**config.mk**
```make
export PLATFORM = sky130hd
export DESIGN_NAME = rstc_regs
export DESIGN_NICKNAME = d
export VERILOG_FILES = /design/src/rtl/rstc_pkg.sv /design/src/rtl/rstc_cause.sv /design/src/rtl/rstc_swrst.sv /design/src/rtl/rstc_rdmux.sv /design/src/rtl/rstc_regs.sv
export SDC_FILE = /design/constraint.sdc
export NUM_CORES = 1
export LEC_CHECK = 0
export CAP_MARGIN = 25
export CORE_ASPECT_RATIO = 1.5
export CORE_MARGIN = 10
export CORE_UTILIZATION = 35
export CTS_CLUSTER_DIAMETER = 30
export DETAILED_ROUTE_END_ITERATION = 16
export PLACE_DENSITY = 0.86
export SLEW_MARGIN = 20
export SYNTH_ARGS = -nofsm -noshare
export SYNTH_HDL_FRONTEND = slang
export SYNTH_SLANG_ARGS = --single-unit
```
**constraint.sdc**
```tcl
create_clock -name clk_i -period 2.3 [get_ports clk_i]
set_input_delay 0.46 -clock clk_i [delete_from_list [all_inputs] [get_ports clk_i]]
set_output_delay 0.46 -clock clk_i [all_outputs]
set_load 0.005 [all_outputs]
```
**src/rtl/rstc_pkg.sv**
```systemverilog
package rstc_pkg;
  // Offset of the cause register and layout of the lock/control channels
  localparam int unsigned CAUSE_OFS = 0;
  localparam int unsigned LOCK_BASE = 4;
  localparam int unsigned CTRL_BASE = 8;
  localparam int unsigned CH_STRIDE = 8;

  // Bit index of each reset cause inside the cause field
  typedef enum int unsigned {
    CAUSE_POWER_UP  = 0,
    CAUSE_LP_EXIT   = 1,
    CAUSE_WATCHDOG  = 2,
    CAUSE_ESCALATE  = 3,
    CAUSE_NDM_REQ   = 4
  } cause_idx_e;

  function automatic int unsigned lock_ofs(input int unsigned ch);
    return LOCK_BASE + ch * CH_STRIDE;
  endfunction

  function automatic int unsigned ctrl_ofs(input int unsigned ch);
    return CTRL_BASE + ch * CH_STRIDE;
  endfunction
endpackage

```
**src/rtl/rstc_cause.sv**
```systemverilog
module rstc_cause #(
  parameter int unsigned NUM_CAUSE = 5,
  parameter logic [NUM_CAUSE-1:0] RST_VAL = NUM_CAUSE'(1)
) (
  input  logic                 clk_i,
  input  logic                 rst_ni,
  input  logic                 clr_en_i,
  input  logic [NUM_CAUSE-1:0] clr_mask_i,
  input  logic [NUM_CAUSE-1:0] set_i,
  output logic [NUM_CAUSE-1:0] cause_o
);
  logic [NUM_CAUSE-1:0] cause_q, cause_d;
  logic                 cause_en;

  // Clear first, then set, so a same-cycle pulse wins
  always_comb begin
    cause_d = cause_q;
    if (clr_en_i) cause_d = cause_d & ~clr_mask_i;
    cause_d  = cause_d | set_i;
    cause_en = clr_en_i | (|set_i);
  end

  always_ff @(posedge clk_i or negedge rst_ni) begin
    if (!rst_ni)       cause_q <= RST_VAL;
    else if (cause_en) cause_q <= cause_d;
  end

  assign cause_o = cause_q;
endmodule

```
**src/rtl/rstc_swrst.sv**
```systemverilog
module rstc_swrst (
  input  logic clk_i,
  input  logic rst_ni,
  input  logic lock_wr_i,
  input  logic ctrl_wr_i,
  input  logic wbit_i,
  output logic lock_o,
  output logic ctrl_o,
  output logic rst_no
);
  logic lock_q, lock_d, lock_en;
  logic ctrl_q, ctrl_d, ctrl_en;
  logic rst_nq;

  always_comb begin
    lock_en = lock_wr_i & wbit_i;
    lock_d  = 1'b0;
    ctrl_en = ctrl_wr_i & lock_q;
    ctrl_d  = wbit_i;
  end

  always_ff @(posedge clk_i or negedge rst_ni) begin
    if (!rst_ni)      lock_q <= 1'b1;
    else if (lock_en) lock_q <= lock_d;
  end

  always_ff @(posedge clk_i or negedge rst_ni) begin
    if (!rst_ni)      ctrl_q <= 1'b1;
    else if (ctrl_en) ctrl_q <= ctrl_d;
  end

  always_ff @(posedge clk_i or negedge rst_ni) begin
    if (!rst_ni) rst_nq <= 1'b1;
    else         rst_nq <= ctrl_q;
  end

  assign lock_o = lock_q;
  assign ctrl_o = ctrl_q;
  assign rst_no = rst_nq;
endmodule

```
**src/rtl/rstc_rdmux.sv**
```systemverilog
module rstc_rdmux
  import rstc_pkg::*;
#(
  parameter int unsigned DATA_W    = 32,
  parameter int unsigned ADDR_W    = 8,
  parameter int unsigned NUM_CAUSE = 5,
  parameter int unsigned NUM_SW    = 2
) (
  input  logic                 clk_i,
  input  logic                 rst_ni,
  input  logic                 rd_en_i,
  input  logic [ADDR_W-1:0]    addr_i,
  input  logic [NUM_CAUSE-1:0] cause_i,
  input  logic [NUM_SW-1:0]    lock_i,
  input  logic [NUM_SW-1:0]    ctrl_i,
  output logic [DATA_W-1:0]    rdata_o
);
  logic [DATA_W-1:0] rdata_q, rdata_d;

  always_comb begin
    rdata_d = '0;
    if (rd_en_i) begin
      if (addr_i == ADDR_W'(CAUSE_OFS)) rdata_d[NUM_CAUSE-1:0] = cause_i;
      for (int unsigned k = 0; k < NUM_SW; k++) begin
        if (addr_i == ADDR_W'(lock_ofs(k))) rdata_d[0] = lock_i[k];
        if (addr_i == ADDR_W'(ctrl_ofs(k))) rdata_d[0] = ctrl_i[k];
      end
    end
  end

  always_ff @(posedge clk_i or negedge rst_ni) begin
    if (!rst_ni) rdata_q <= '0;
    else         rdata_q <= rdata_d;
  end

  assign rdata_o = rdata_q;
endmodule

```
**src/rtl/rstc_regs.sv**
```systemverilog
module rstc_regs
  import rstc_pkg::*;
#(
  parameter int unsigned DATA_W    = 32,
  parameter int unsigned ADDR_W    = 8,
  parameter int unsigned NUM_CAUSE = 5,
  parameter int unsigned NUM_SW    = 2
) (
  input  logic                 clk_i,
  input  logic                 rst_ni,
  input  logic                 req_vld_i,
  input  logic                 req_wr_i,
  input  logic [ADDR_W-1:0]    req_addr_i,
  input  logic [DATA_W-1:0]    req_wdata_i,
  output logic [DATA_W-1:0]    rsp_rdata_o,
  input  logic [NUM_CAUSE-1:0] cause_pulse_i,
  output logic [NUM_SW-1:0]    periph_rst_no
);
  localparam logic [NUM_CAUSE-1:0] CAUSE_RST = NUM_CAUSE'(1) << CAUSE_POWER_UP;

  logic                 wr_acc, rd_acc, cause_clr;
  logic [NUM_CAUSE-1:0] cause_q;
  logic [NUM_SW-1:0]    lock_q, ctrl_q, lock_wr, ctrl_wr;
  logic                 unused_wdata;

  assign wr_acc       = req_vld_i & req_wr_i;
  assign rd_acc       = req_vld_i & ~req_wr_i;
  assign cause_clr    = wr_acc & (req_addr_i == ADDR_W'(CAUSE_OFS));
  assign unused_wdata = ^req_wdata_i[DATA_W-1:NUM_CAUSE];

  rstc_cause #(
    .NUM_CAUSE (NUM_CAUSE),
    .RST_VAL   (CAUSE_RST)
  ) u_cause (
    .clk_i      (clk_i),
    .rst_ni     (rst_ni),
    .clr_en_i   (cause_clr),
    .clr_mask_i (req_wdata_i[NUM_CAUSE-1:0]),
    .set_i      (cause_pulse_i),
    .cause_o    (cause_q)
  );

  for (genvar k = 0; k < NUM_SW; k++) begin : g_sw
    assign lock_wr[k] = wr_acc & (req_addr_i == ADDR_W'(lock_ofs(k)));
    assign ctrl_wr[k] = wr_acc & (req_addr_i == ADDR_W'(ctrl_ofs(k)));

    rstc_swrst u_sw (
      .clk_i     (clk_i),
      .rst_ni    (rst_ni),
      .lock_wr_i (lock_wr[k]),
      .ctrl_wr_i (ctrl_wr[k]),
      .wbit_i    (req_wdata_i[0]),
      .lock_o    (lock_q[k]),
      .ctrl_o    (ctrl_q[k]),
      .rst_no    (periph_rst_no[k])
    );
  end

  rstc_rdmux #(
    .DATA_W    (DATA_W),
    .ADDR_W    (ADDR_W),
    .NUM_CAUSE (NUM_CAUSE),
    .NUM_SW    (NUM_SW)
  ) u_rdmux (
    .clk_i   (clk_i),
    .rst_ni  (rst_ni),
    .rd_en_i (rd_acc),
    .addr_i  (req_addr_i),
    .cause_i (cause_q),
    .lock_i  (lock_q),
    .ctrl_i  (ctrl_q),
    .rdata_o (rsp_rdata_o)
  );
endmodule

```
==> impl_metrics.yaml, run 1 <==
outcome:
  status: "completed"
cts:
  cts_setup_buffers: 0
  cts_htree_levels: 1
  cts_sinks: 16
  clock-root-buffer: "clkbuf_8"
  cts_resized: 0
  cts_buffer_depth: 2
  numCtsBuffers: 3
  clk_latency_ns: 0.25
  tritoncts: "done"
  cts.reportedPaths.clkPinSlew_ns: 0.06
  cts_hold_buffers: 0
power_and_ir_drop:
  intPower_uw: 447
  clock_power_share_pct: 37.0
  p_per_area_mw_per_mm2: 456
  p_sw_uw: 133
  max-vdd-ir-drop_mv: 0.380
  p_leak_nw: 0.559
  p_comb_share_pct: 14.3
  power.total_uw: 580
  switching_share_pct: 22.9
  seq_power_share_pct: 48.7
run:
  cap_violations: 0
detailed_routing:
  wl_mm: 2.23
  vias: 660
  dr.pass1.iters: 4
  post_drt_via_cell_ratio: 4.20
  ant_nets: 0
  drt_iter0_drc: 37
  drc: 0
  routedWlPerCell_um: 14.2
yosys:
  syn_avg_cell_area_um2: 11.2
  synthArstFlopShare_pct: 100
  postSynthCellCount: 90
  ys_warn_count: 0
  synth_edf_count: 0
  synthFlopType: "dfrtp_1"
  synth_area_mm2: 0.00101
  ys_seq_area_share_pct: 40.5
  yosys.cell_types.count: 28
  synth-seq-cells: 16
timing:
  setup_viol: 0
  fin_tns_setup_ns: 0
  clock-skew-final_ns: 0.00140
  finalCritPeriodShare_pct: 87.7
  timing.final.crit_period_ns: 2.02
  relSlewSlack_pct: 50.2
  final.setup.worst_slack_ns: 0.284
  drv_slew: 0
  hold_viol: 0
  fmax_mhz: 496
  tightest_slew_ns: 0.744
  rsz0062_at_grt: "no"
setup_path:
  cp_max_fo: 7
  critPathKind: "in -> reg"
  cp_data_arrival_time_ns: 2.14
  cp-end-kind: "register"
  reg2reg_slack_ns: 1.06
  critPathLaunchType: "input pin"
  required_ns: 2.42
layout:
  antenna_cells: 0
  most-common-layout-cells: "clkdlybuf4s50_1 (28), conb_1 (27), dfrtp_1 (9), dfstp_2 (7)"
  syn_to_final_growth_pct: 25.7
  layout-drive-gt1-share_pct: 19.2
  final_common_cell: "clkdlybuf4s50_1"
  finalNonFillerCells: 157
  nets: 170
global_route:
  grt_max_degree: 17
  grt-ovfl-total: 0
  track_usage_pct: 7.92
  grt_pass1_wl_mm: 3.55
  grt_pass1_vias: 717
  antenna_found_initial: 0
floorplan:
  core_mm2: 0.00273
  initial_core_util_pct: 37.0
  dieArea_mm2: 0.00548
  rows: 23
  io_pins: 83
  die_h_um: 85.8
  die_width_um: 63.9
min_path:
  hold_path_class: "reg -> reg"
place:
  io_buffer_count: 28
  pre_cts_ws_ns: 0.0283
  dp_hpwl_mm: 1.87
  gp_congestion: 0.819
  dp_cells: 153
state kept, by name, indices dropped and copies added (netlist names):
signal / flops
g_sw.u_sw.lock_o: 2
u_rdmux.rdata_o: 5
g_sw.u_sw.rst_no: 2
u_cause.cause_o: 5
g_sw.u_sw.ctrl_o: 2
Yosys cell counts, types with 2 or more instances:
master,n,share of area [%]
buf_4,30,22
dfrtp_1,9,22
dfstp_2,7,18
nand2_1,5,1.9
nand2b_1,5,3.1
o41ai_2,5,8.0
and2_1,4,2.5
a21boi_0,2,1.5
buf_2,2,0.99
inv_1,2,0.74
nor4b_1,2,1.7
stage by stage:
stage                     hold WS, ns  area, µm²  utilization (%)
after floorplan                 0.164       1110                -
after global placement          0.362       1230             44.9
after detailed placement        0.364       1230             44.9
after CTS                       0.370       1270             46.5
after global routing            0.368       1270             46.5
final                           0.373       1270             46.5
cell type report:
cell class / count / area [µm²]
clock buffers: 4 / 45.0
fillers: 268 / 1460
inverters: 2 / 7.51
multi-input cells: 65 / 445
flip-flops and latches: 16 / 409
well taps: 37 / 46.3
repair buffers: 33 / 318
metal layers:
layer  GRT usage [%]  vias up  part of all wire (%)
li1                -      313                     -
met1            7.91      298                    37
met2            13.5       47                    49
met3            4.17        2                    13
met4            2.99        0                  0.67
met5               0        -                     0
final timing paths:
path                                           from                   to  cells after the start
worst max register to register  g_sw[0].u_sw.ctrl_o   u_rdmux.rdata_o[0]                      2
worst min-delay path            g_sw[0].u_sw.ctrl_o  g_sw[0].u_sw.rst_no                      0
worst max-delay path                  req_addr_i[2]   u_cause.cause_o[4]                      5
worst min register to register  g_sw[0].u_sw.ctrl_o  g_sw[0].u_sw.rst_no                      0
min in group asynchronous                    rst_ni   u_cause.cause_o[3]                      1
max in group asynchronous                    rst_ni   u_rdmux.rdata_o[2]                      1
worst max-delay path, cell delays in order:
cell,delay (ns)
clkdlybuf4s50_1,0.46
or4_1,0.61
buf_4,0.22
o41ai_2,0.29
nand2b_1,0.10
logic make-up after synthesis:
kind of cell,Yosys count,synth area share (%)
AOI/OAI and AO/OA,8,10.5
buffers and inverters,35,25.1
DFF,16,40.5
muxes,3,4.83
other,1,0.371
and+or+nand+nor,27,18.7
power by group through the flow:
stage          clock network [mW]  registers [mW]  logic [mW]
2_1_floorplan                   0           0.287      0.0635
3_3_place_gp                    0           0.287      0.0785
3_5_place_dp                    0           0.287      0.0800
4_1_cts                     0.222           0.282      0.0804
5_1_grt                     0.231           0.282      0.0919
6_report                    0.215           0.282      0.0829
No activity file was read; power rests on OpenSTA's default activity.
==> inputs of run 2 (changes only) <==
- ABC_AREA: unset -> 1
- CORE_UTILIZATION: 35 -> 34
- PLACE_DENSITY: 0.86 -> 0.85
==> run 2 against run 1 <==
Compared with the run above:
- fmax up 18%
- count of clock-buffer cells in the layout unchanged
- synthesized cell count up 30%
- first-iteration DRC count down 84%
- cell area down 2.6%
- sequential cell count unchanged
- sequential share of layout area up 0.85 points
- die area down 0.36%
==> impl_metrics.yaml, run 2 <==
layout:
  finish.utilization_pct: 45.8
  finalNonFillerCells: 183
  antenna_cells: 0
  nets: 196
  register_area_um2: 409
  layout-drive-gt1-share_pct: 15.8
  final_common_cell: "clkdlybuf4s50_1"
  syn_to_final_growth_pct: 26.8
  multi_input_area_um2: 395
  num-fill-cells: 275
  most-common-layout-cells: "clkdlybuf4s50_1 (28), conb_1 (27), inv_1 (13), nor2_1 (13), nand2_1 (13)"
  final_cell_area_mm2: 0.00124
timing:
  relSlewSlack_pct: 53.8
  fmax_mhz: 584
  drv_slew: 0
  fin_tns_setup_ns: 0
  timing.final.crit_period_ns: 1.71
  tightest_slew_ns: 0.691
  setup_viol: 0
  finalCritPeriodShare_pct: 74.5
  hold_viol: 0
  rsz0062_at_grt: "no"
  clock-skew-final_ns: 0.000962
setup_path:
  critPathMaxStageDelay_ns: 0.51
  crit_family: "flip-flops"
  critPathBufInv: 1
  required_ns: 1.84
  crit_start: "g_sw[1].u_sw.rst_no"
  critPathKind: "reg -> out"
  cp_data_arrival_time_ns: 1.25
  critPathLaunchType: "register"
  cp_cell_sequence: "clkdlybuf4s50_1"
  cp-end-kind: "output port"
  crit_slowest_cell: "dfstp_2"
  worst_r2r_startpoint: "g_sw[0].u_sw.lock_o"
  cp_max_fo: 1
floorplan:
  die_width_um: 63.8
  initial_core_util_pct: 36.1
  core_mm2: 0.00271
  io_pins: 83
  die_h_um: 85.7
  rows: 23
  dieArea_mm2: 0.00546
cts:
  cts_setup_buffers: 0
  clk_latency_ns: 0.25
  tritoncts: "done"
  cts_htree_levels: 1
  clock-root-buffer: "clkbuf_8"
  cts.reportedPaths.clkPinSlew_ns: 0.06
  cts_hold_buffers: 0
  numCtsBuffers: 3
  cts_buffer_depth: 2
  cts_sinks: 16
  cts_resized: 0
yosys:
  ys_seq_area_share_pct: 41.9
  synth_area_um2: 977
  synthTopCellsByCount: "buf_4 (29), inv_1 (13), nand2_1 (13), nor2_1 (13)"
  postSynthCellCount: 117
  synthFlopType: "dfrtp_1"
  yosysTopAreaCell: "dfrtp_1"
  yosys.cell_types.count: 20
  syn_avg_cell_area_um2: 8.35
  synth_edf_count: 0
  synth-seq-cells: 16
  yosysMostFrequentCell: "buf_4"
  synth.top_cells.by_area: "dfrtp_1 (23%), buf_4 (22%), dfstp_2 (19%)"
  synth_top_area_share_pct: 23.0
  synthArstFlopShare_pct: 100
  ys_warn_count: 0
detailed_routing:
  dr.pass1.iters: 3
  ant_nets: 0
  drt_iter0_drc: 6
  vias: 724
  drc: 0
  routedWlPerCell_um: 10.8
  wl_mm: 1.98
  post_drt_via_cell_ratio: 3.96
power_and_ir_drop:
  p_leak_nw: 0.579
  max-vdd-ir-drop_mv: 0.255
  p_per_area_mw_per_mm2: 501
run:
  cap_violations: 0
place:
  postPlaceCellArea_mm2: 0.00118
  dp_hpwl_mm: 1.71
  dp_cells: 179
  gp_congestion: 0.773
  io_buffer_count: 28
global_route:
  track_usage_pct: 7.14
  antenna_found_initial: 0
  grt_pass1_vias: 761
  grt-ovfl-total: 0
  grt_max_degree: 17
  grt_pass1_wl_mm: 3.27
outcome:
  status: "completed"
min_path:
  min_from: "g_sw[0].u_sw.ctrl_o"
  hold_path_class: "reg -> reg"
==> run 2: cell count changes after synthesis, moves of 3 or more <==
cell and delta:
nor2_1 +12, inv_1 +11, nand2_1 +8, nand3_1 +8, a21o_1 +5, nand2b_1 -5
nor2_2 +5, o41ai_2 -5, and2_1 -4, nand2_2 +3
==> run 2: cell type report <==
class | instances | share of cell area, %
Multi-Input combinational cell | 84 | 31.9
Sequential cell | 16 | 33.0
Tap cell | 37 | 3.74
Timing Repair Buffer | 28 | 22.6
Clock buffer | 4 | 4.44
Inverter | 14 | 4.24
==> run 2: path summary, 6_finish.rpt <==
kind                                       end  slack, ns  depth (start not counted)
max                           periph_rst_no[1]       0.59                          1
min                        g_sw[0].u_sw.rst_no       0.38                          0
max reg2reg                g_sw[0].u_sw.ctrl_o       1.30                          4
min reg2reg                g_sw[0].u_sw.rst_no       0.38                          0
max in group asynchronous   u_cause.cause_o[3]       1.23                          1
min in group asynchronous   u_rdmux.rdata_o[0]       0.63                          1
==> run 2: cells by family after synthesis <==
family                 synth area share [%]
AOI/OAI and AO/OA                      7.04
DFF                                    41.9
buffers and inverters                  27.7
other                                 0.384
and+or+nand+nor                        23.0
==> run 2: per-stage QoR <==
stage / setup WS, ns / hold slack [ns] / total power, mW
2_1_floorplan: 1.14 / 0.164 / 0.360
3_5_place_dp: 0.554 / 0.372 / 0.376
3_3_place_gp: 0.604 / 0.368 / 0.375
4_1_cts: 0.578 / 0.381 / 0.620
5_1_grt: 0.557 / 0.388 / 0.645
6_report: 0.587 / 0.381 / 0.621
==> run 2: metal layers <==
metal  global-route usage (%)  up-vias  part of all wire (%)
met2                     10.6       44                    42
met1                     8.41      311                    46
met4                     4.19        0                   2.1
met3                     2.86        4                    10
met5                        0        -                     0
li1                         -      365                     -
==> run 2: power breakdown <==
part | switching [mW] | internal [mW]
Combinational | 0.0417 | 0.0408
Sequential | 0.00225 | 0.288
Clock | 0.0964 | 0.152
==> inputs of run 3 (changes only) <==
- CORE_UTILIZATION: 34 -> 32
- PLACE_DENSITY: 0.85 -> 0.81
- clock period: 2.3 -> 1.76 ns (I/O delays scaled with it)
==> run 3 against run 2 <==
Compared with the run above:
- critical path depth unchanged
- first-iteration DRC count increased by 50%
- count of clock-buffer cells in the layout stayed put
- routed wire length up 0.81%
- global-route usage down 0.25 points
- highest routed layer unchanged
- cell area up 0.81%
- sequential share of layout area down 0.26 points
- non-clock buffer count up 1
- critical endpoint unchanged
- utilization shrank 2.9 points
- power is 30% higher
==> impl_metrics.yaml, run 3 (synthesis gave the netlist of run 2 again) <==
outcome:
  status: "completed"
detailed_routing:
  wl_mm: 2.00
  drt_iter0_drc: 9
  drc: 0
  vias: 742
  routedWlPerCell_um: 10.7
  post_drt_via_cell_ratio: 3.99
  ant_nets: 0
  dr.pass1.iters: 4
setup_path:
  reg2reg_depth: 4
  critPathLaunchType: "register"
  crit_start: "g_sw[1].u_sw.rst_no"
  critPathKind: "reg -> out"
  cp_cell_sequence: "clkdlybuf4s50_1"
  crit_slowest_cell: "dfstp_2"
  reg2reg_slack_ns: 0.80
  worst_r2r_startpoint: "g_sw[0].u_sw.lock_o"
  cp_max_fo: 1
  r2r-end: "g_sw[0].u_sw.ctrl_o"
  cp_data_arrival_time_ns: 1.25
  critPathBufInv: 1
  path_depth: 1
  required_ns: 1.41
  critPathMaxStageDelay_ns: 0.51
  crit_family: "flip-flops"
  cp-end-kind: "output port"
  endpoint: "periph_rst_no[1]"
timing:
  hold_viol: 0
  drv_slew: 0
  fin_tns_setup_ns: 0
  final.setup.worst_slack_ns: 0.159
  finalCritPeriodShare_pct: 91.0
  clock-skew-final_ns: 0.000958
  setup_viol: 0
  rsz0062_at_grt: "no"
  timing.final.crit_period_ns: 1.60
  fmax_mhz: 625
power_and_ir_drop:
  p_per_area_mw_per_mm2: 646
  max-vdd-ir-drop_mv: 0.301
  switching_share_pct: 21.9
  intPower_uw: 630
  p_comb_share_pct: 13.6
  seq_power_share_pct: 47.1
  clock_power_share_pct: 39.4
  p_sw_uw: 177
  p_leak_nw: 0.584
cts:
  cts_htree_levels: 1
  cts_sinks: 16
  clk_latency_ns: 0.25
  cts_hold_buffers: 0
  clock-root-buffer: "clkbuf_8"
  cts.reportedPaths.clkPinSlew_ns: 0.06
  cts_setup_buffers: 0
  cts_buffer_depth: 2
  cts_resized: 0
  tritoncts: "done"
  numCtsBuffers: 3
global_route:
  antenna_found_initial: 0
  track_usage_pct: 6.89
  grt_max_degree: 17
  grt_pass1_wl_mm: 3.21
  grt_pass1_vias: 771
  grt-ovfl-total: 0
layout:
  num-fill-cells: 305
  syn_to_final_growth_pct: 27.8
  finish.utilization_pct: 42.9
  layout-drive-gt1-share_pct: 16.3
  most-common-layout-cells: "clkdlybuf4s50_1 (28), conb_1 (27), inv_1 (13), nor2_1 (13), nand2_1 (13)"
  antenna_cells: 0
  nets: 197
  final_common_cell: "clkdlybuf4s50_1"
  finalNonFillerCells: 186
  final_cell_area_mm2: 0.00125
floorplan:
  die_h_um: 87.7
  io_pins: 83
  core_mm2: 0.00291
  dieArea_mm2: 0.00571
  initial_core_util_pct: 33.5
  rows: 24
  die_width_um: 65.1
min_path:
  hold_path_class: "reg -> reg"
place:
  pre_cts_ws_ns: 0.153
  dp_cells: 182
  io_buffer_count: 28
  postPlaceCellArea_mm2: 0.00119
  dp_hpwl_mm: 1.78
  gp_congestion: 0.787
run:
  cap_violations: 0
[run 3: cell count changes in the layout (fill, tap and decap cells not counted)]
cell and delta:
buf_4 +1
[run 3: layer usage]
layer / GRT usage (%) / up-vias / wire, µm
li1: - / 368 / -
met1: 6.27 / 328 / 718
met2: 11.9 / 41 / 955
met3: 3.32 / 5 / 271
met4: 4.69 / 0 / 51
met5: 0 / - / 0
[run 3: how the worst min path moves through the flow]
stage | slack (ns) | endpoint | cells past startpoint | start
floorplan | 0.06 | u_cause.cause_o[1] | 0 | rst_ni
global placement | 0.37 | g_sw[0].u_sw.rst_no | 0 | g_sw[0].u_sw.ctrl_o
detailed placement | 0.37 | g_sw[0].u_sw.rst_no | 0 | g_sw[0].u_sw.ctrl_o
CTS | 0.38 | g_sw[0].u_sw.rst_no | 0 | g_sw[0].u_sw.ctrl_o
global route | 0.38 | g_sw[0].u_sw.rst_no | 0 | g_sw[0].u_sw.ctrl_o
finish | 0.38 | g_sw[0].u_sw.rst_no | 0 | g_sw[0].u_sw.ctrl_o
[run 3: layout make-up]
class / count / area, µm² / area share (%)
inverters: 14 / 52.6 / 4.21
well taps: 39 / 48.8 / 3.91
flip-flops and latches: 16 / 409 / 32.8
repair buffers: 29 / 288 / 23.0
multi-input cells: 84 / 395 / 31.7
clock buffers: 4 / 55.1 / 4.41
[run 3: power by group through the flow]
stage	clock, mW	combinational [mW]	sequential (mW)
2_1_floorplan	0	0.0848	0.385
3_3_place_gp	0	0.106	0.386
3_5_place_dp	0	0.107	0.386
4_1_cts	0.327	0.108	0.380
5_1_grt	0.337	0.124	0.380
6_report	0.318	0.109	0.380
[run 3: stage by stage]
step / total power, mW / hold slack (ns)
3_5_place_dp: 0.493 / 0.369
5_1_grt: 0.842 / 0.382
6_report: 0.807 / 0.380
3_3_place_gp: 0.491 / 0.368
4_1_cts: 0.814 / 0.379
2_1_floorplan: 0.470 / 0.0564
